==> config.mk <==
export PLATFORM = sky130hd
export DESIGN_NAME = addr_tap_srl
export DESIGN_NICKNAME = d
export VERILOG_FILES = /design/src/rtl/addr_tap_pkg.sv /design/src/rtl/tap_shift_chain.sv /design/src/rtl/tap_read_tree.sv /design/src/rtl/addr_tap_srl.sv
export SDC_FILE = /design/constraint.sdc
export NUM_CORES = 1
export LEC_CHECK = 0
export BUFFER_PORTS_ARGS = -buffer_cell sky130_fd_sc_hd__buf_2
export CAP_MARGIN = 20
export CORE_MARGIN = 2
export CORE_UTILIZATION = 31
export CTS_BUF_LIST = sky130_fd_sc_hd__clkbuf_2 sky130_fd_sc_hd__clkbuf_4 sky130_fd_sc_hd__clkbuf_8
export DETAILED_ROUTE_END_ITERATION = 6
export SYNTH_ARGS = -nofsm -noshare
export SYNTH_HDL_FRONTEND = slang
export SYNTH_SLANG_ARGS = --single-unit
==> constraint.sdc <==
create_clock -name clk -period 1.73 [get_ports clk]
set_input_delay 0.2595 -clock clk [delete_from_list [all_inputs] [get_ports clk]]
set_output_delay 0.2595 -clock clk [all_outputs]
set_load 0.1 [all_outputs]
==> src/rtl/addr_tap_pkg.sv <==
package addr_tap_pkg;

    localparam int TAP_DEPTH_DEF = 32;

    typedef struct packed {
        logic en;
        logic bit_in;
    } shift_req_t;

    function automatic int tap_addr_bits(input int depth);
        return (depth > 1) ? $clog2(depth) : 1;
    endfunction

    function automatic bit is_pow2(input int depth);
        return (depth > 0) && ((depth & (depth - 1)) == 0);
    endfunction

endpackage

==> src/rtl/tap_shift_chain.sv <==
module tap_shift_chain
    import addr_tap_pkg::*;
#(
    parameter int               DEPTH     = TAP_DEPTH_DEF,
    parameter logic [DEPTH-1:0] INIT_BITS = '0
) (
    input  logic             clk,
    input  shift_req_t       req,
    output logic [DEPTH-1:0] stages_o,
    output logic             last_o
);

    // One flop per stage; stage 0 takes the serial input, the rest take their neighbour.
    for (genvar i = 0; i < DEPTH; i++) begin : cell_g
        logic cell_q = INIT_BITS[i];
        logic cell_d;

        if (i == 0) begin : g_head
            assign cell_d = req.bit_in;
        end else begin : g_body
            assign cell_d = stages_o[i-1];
        end

        always_ff @(posedge clk) begin
            if (req.en) begin
                cell_q <= cell_d;
            end
        end

        assign stages_o[i] = cell_q;
    end

    assign last_o = stages_o[DEPTH-1];

endmodule

==> src/rtl/tap_read_tree.sv <==
module tap_read_tree
    import addr_tap_pkg::*;
#(
    parameter int DEPTH  = TAP_DEPTH_DEF,
    parameter int ADDR_W = tap_addr_bits(DEPTH)
) (
    input  logic [DEPTH-1:0]  stages_i,
    input  logic [ADDR_W-1:0] sel_i,
    output logic              tap_o
);

    // Binary tree of 2:1 selectors; address bit l steers level l.
    for (genvar l = 0; l < ADDR_W; l++) begin : lvl_g
        localparam int W = DEPTH >> (l + 1);
        logic [2*W-1:0] src;
        logic [W-1:0]   dst;

        if (l == 0) begin : g_first
            assign src = stages_i;
        end else begin : g_next
            assign src = lvl_g[l-1].dst;
        end

        for (genvar j = 0; j < W; j++) begin : node_g
            assign dst[j] = sel_i[l] ? src[2*j+1] : src[2*j];
        end
    end

    assign tap_o = lvl_g[ADDR_W-1].dst[0];

endmodule

==> src/rtl/addr_tap_srl.sv <==
module addr_tap_srl
    import addr_tap_pkg::*;
#(
    parameter int               DEPTH     = TAP_DEPTH_DEF,
    parameter logic [DEPTH-1:0] INIT_BITS = '0,
    localparam int              ADDR_W    = tap_addr_bits(DEPTH)
) (
    input  logic              clk,
    input  logic              shift_en,
    input  logic              ser_in,
    input  logic [ADDR_W-1:0] tap_sel,
    output logic              tap_out,
    output logic              tail_out
);

    shift_req_t       req;
    logic [DEPTH-1:0] stage_vec;

    assign req.en     = shift_en;
    assign req.bit_in = ser_in;

    tap_shift_chain #(
        .DEPTH     (DEPTH),
        .INIT_BITS (INIT_BITS)
    ) u_chain (
        .clk      (clk),
        .req      (req),
        .stages_o (stage_vec),
        .last_o   (tail_out)
    );

    tap_read_tree #(
        .DEPTH  (DEPTH),
        .ADDR_W (ADDR_W)
    ) u_tree (
        .stages_i (stage_vec),
        .sel_i    (tap_sel),
        .tap_o    (tap_out)
    );

endmodule

==> run_results.csv <==
group,metric,value,unit
clocking,clk_latency,0.28,ns
die,die_y,68.4,um
placement,pre_cts_ws,-0.181,ns
clocking,cts_sinks,32,
sta,fmax,0.522,GHz
flow_run,drv_cap,0,
route,first_pass_iters,4,
sta,fin_skew,0.00686,ns
cells_and_area,num-fill-cells,377,
worst_setup_path,worstPathArrival,1.66,ns
yosys,synth.distinct_cells,16,
yosys,yosysWarnings,0,
sta,tightest_slew,0.486,ns
sta,final-hold-violation-count,0,
power_and_ir_drop,ir_drop,0.759,mV
route,wl_per_cell,14.2,um
clocking,cts_made_buffers,5,
global_routing,grt_pass1_vias,723,
placement,gp_congestion,0.713,
yosys,ys_seq_area_frac,0.747,
yosys,syn_inst,73,
clocking,cts_max_level,2,
cells_and_area,final_common_cell,"edfxtp_1",
sta,period_needed,1.92,ns
global_routing,grt_pass1_wl,3440,um
cells_and_area,area_growth,20.9,%
worst_setup_path,crit_path_max_fanout,2,
global_routing,grt_max_degree,18,
clocking,clock_path_buffers,2,
worst_setup_path,slowest_delay,0.40,ns
route,wl,2090,um
global_routing,grtUsageTotal,0.108,
yosys,syn_avg_cell_area,17.6,um2
yosys,synth_nets,81,
die,placementRows,23,
die,core_region_area,4000,um2
run_status,violations,"negative setup slack",
route,vias,694,
cells_and_area,diodes,0,
placement,placed_area,1440,um2
clocking,cts_tree,"yes",
die,die_x,68.4,um
cells_and_area,stdcell_count,147,
route,drc,0,
cells_and_area,nets,105,
placement,dp.cells,137,
clocking,clockRootBuffer,"clkbuf_8",
sta,period_share,1.11,
route,postRouteAntennaNets,0,
die,start_util,0.322,
sta,timing.final.ws_setup,-0.185,ns
route,drt-vias-per-instance,4.72,
worst_setup_path,worstSetupPathType,"reg2out",
yosys,syn_area,1290,um2
clocking,ctsHoldBuffers,0,
worst_setup_path,worst_path_max_delay_cell,"a311o_2",
die,die_area,4680,um2
yosys,synth-seq-cells,32,
worst_setup_path,end_kind,"output pin",
worst_setup_path,cpLargestDelayFamily,"compound AO/OA/AOI/OAI gates",
global_routing,gr-total-overflow,0,
worst_setup_path,crit_path_start_kind,"register",
sta,maxSlewViolCount,0,
run_status,status,"finished, violations left",
cells_and_area,drive_above_1_share,0.258,
placement,post-dp-hpwl,1420,um
power_and_ir_drop,total_power,1600,uW
sta,slew_headroom,0.678,
global_routing,antenna_found_initial,0,
worst_setup_path,cp_num_buf_inv,1,
die,io_pins,10,
placement,io_buffers,9,
power_and_ir_drop,pwr_density_cell,1030,nW/um2
sta,setup_violations,1,
min_path,hold_path.class,"in2reg",
worst_setup_path,required,1.47,ns
cells_and_area,fin_area,1560,um2
worst_setup_path,crit_chain,"mux2i_1, a22oi_1, nand4b_1, a21oi_1, a311o_2, buf_12",
sta,rsz0062_at_grt,"yes",
clocking,clk_pin_slew_worst_paths,0.06,ns
power_and_ir_drop,p_leak,0.000594,uW
cells_and_area,mostFrequentLayoutCells,"32 x edfxtp_1, 16 x mux2i_1, 8 x buf_2, 8 x buf_4, 6 x nand2_1",
route,drt-initial-drc-count,18,
[timing repair]
| action | 4_1_cts | 5_1_grt |
|---|---|---|
| setup endpoints to repair | 1 | 1 |
| endpoints found under the hold margin | 0 | 0 |
| buffers inserted | 3 | 0 |
| pin swaps | 3 | 1 |
| cloned | 0 | 0 |
| gates resized for setup | 4 | 0 |
[routing by layer]
| metal | vias to the layer above | GRT usage | part of all wire |
|---|---|---|---|
| met5 | - | 0 | 0 |
| met4 | 0 | 0.0525 | 0.019 |
| met3 | 5 | 0.0510 | 0.049 |
| met2 | 14 | 0.155 | 0.47 |
| met1 | 342 | 0.135 | 0.47 |
| li1 | 333 | - | - |
[worst paths after layout]
kind / startpoint / endpoint / slack (ns) / cells after the start
hold / removal: ser_in / u_chain.cell_g[0].cell_q / 0.15 / 1
hold reg to reg: u_chain.cell_g[19].cell_q / u_chain.cell_g[20].cell_q / 0.45 / 0
setup reg to reg: u_chain.cell_g[11].cell_q / u_chain.cell_g[12].cell_q / 0.83 / 2
setup / recovery: u_chain.cell_g[23].cell_q / tap_out / -0.19 / 6
[metrics by stage]
step | utilization | setup TNS [ns] | hold slack [ns]
after floorplan | - | -0.346 | 0.358
after global placement | 0.360 | -0.162 | 0.431
after detailed placement | 0.360 | -0.181 | 0.435
after CTS | 0.389 | -0.189 | 0.145
after global routing | 0.389 | -0.282 | 0.135
final | 0.389 | -0.185 | 0.154
[worst register-to-register path, cell delays in order, from the launching register on]
cell	delay [ns]
edfxtp_1	0.40
buf_4	0.15
buf_4	0.12
[report_power, final]
group	internal [uW]	leakage (uW)	switching, uW
logic	71.6	0.000241	95.6
clock network	264	0.0000391	239
registers	905	0.000313	21.9
total	1240	0.000594	356
[cell usage after synthesis]
master    instances  area [um2]
edfxtp_1         32         961
mux2i_1          16         160
nand2_1           6        22.5
a22oi_1           4        30.0
a21oi_1           3        15.0
nand3_1           2        10.0
a211oi_1          1        7.51
a311o_1           1        10.0
and2_1            1        6.26
and2b_1           1        7.51
buf_12            1        20.0
buf_6             1        11.3
nand2b_1          1        6.26
nand4b_1          1        8.76
nor2_1            1        3.75
nor2b_1           1        6.26
[area by class of cell]
class,instances,area (um2),share of cell area
clock buffers,5,68.8,0.0442
clock inverters,2,7.51,0.00483
multi-input cells,39,295,0.190
flip-flops and latches,32,961,0.618
well taps,50,62.6,0.0402
repair buffers,19,160,0.103
[state kept, by name (all words and copies together), names as in the netlist]
signal and count:
u_chain.cell_g.cell_q 30, u_chain.cell_g.cell_d 1, u_chain.last_o 1
[logic make-up after synthesis]
logic type             after synthesis  share of synthesized area
AOI/OAI and AO/OA                    9                     0.0486
and+or+nand+nor                     14                     0.0555
DFF                                 32                      0.747
buffers and inverters                2                     0.0243
muxes                               16                      0.125
Power figures use the tool's default switching activity.
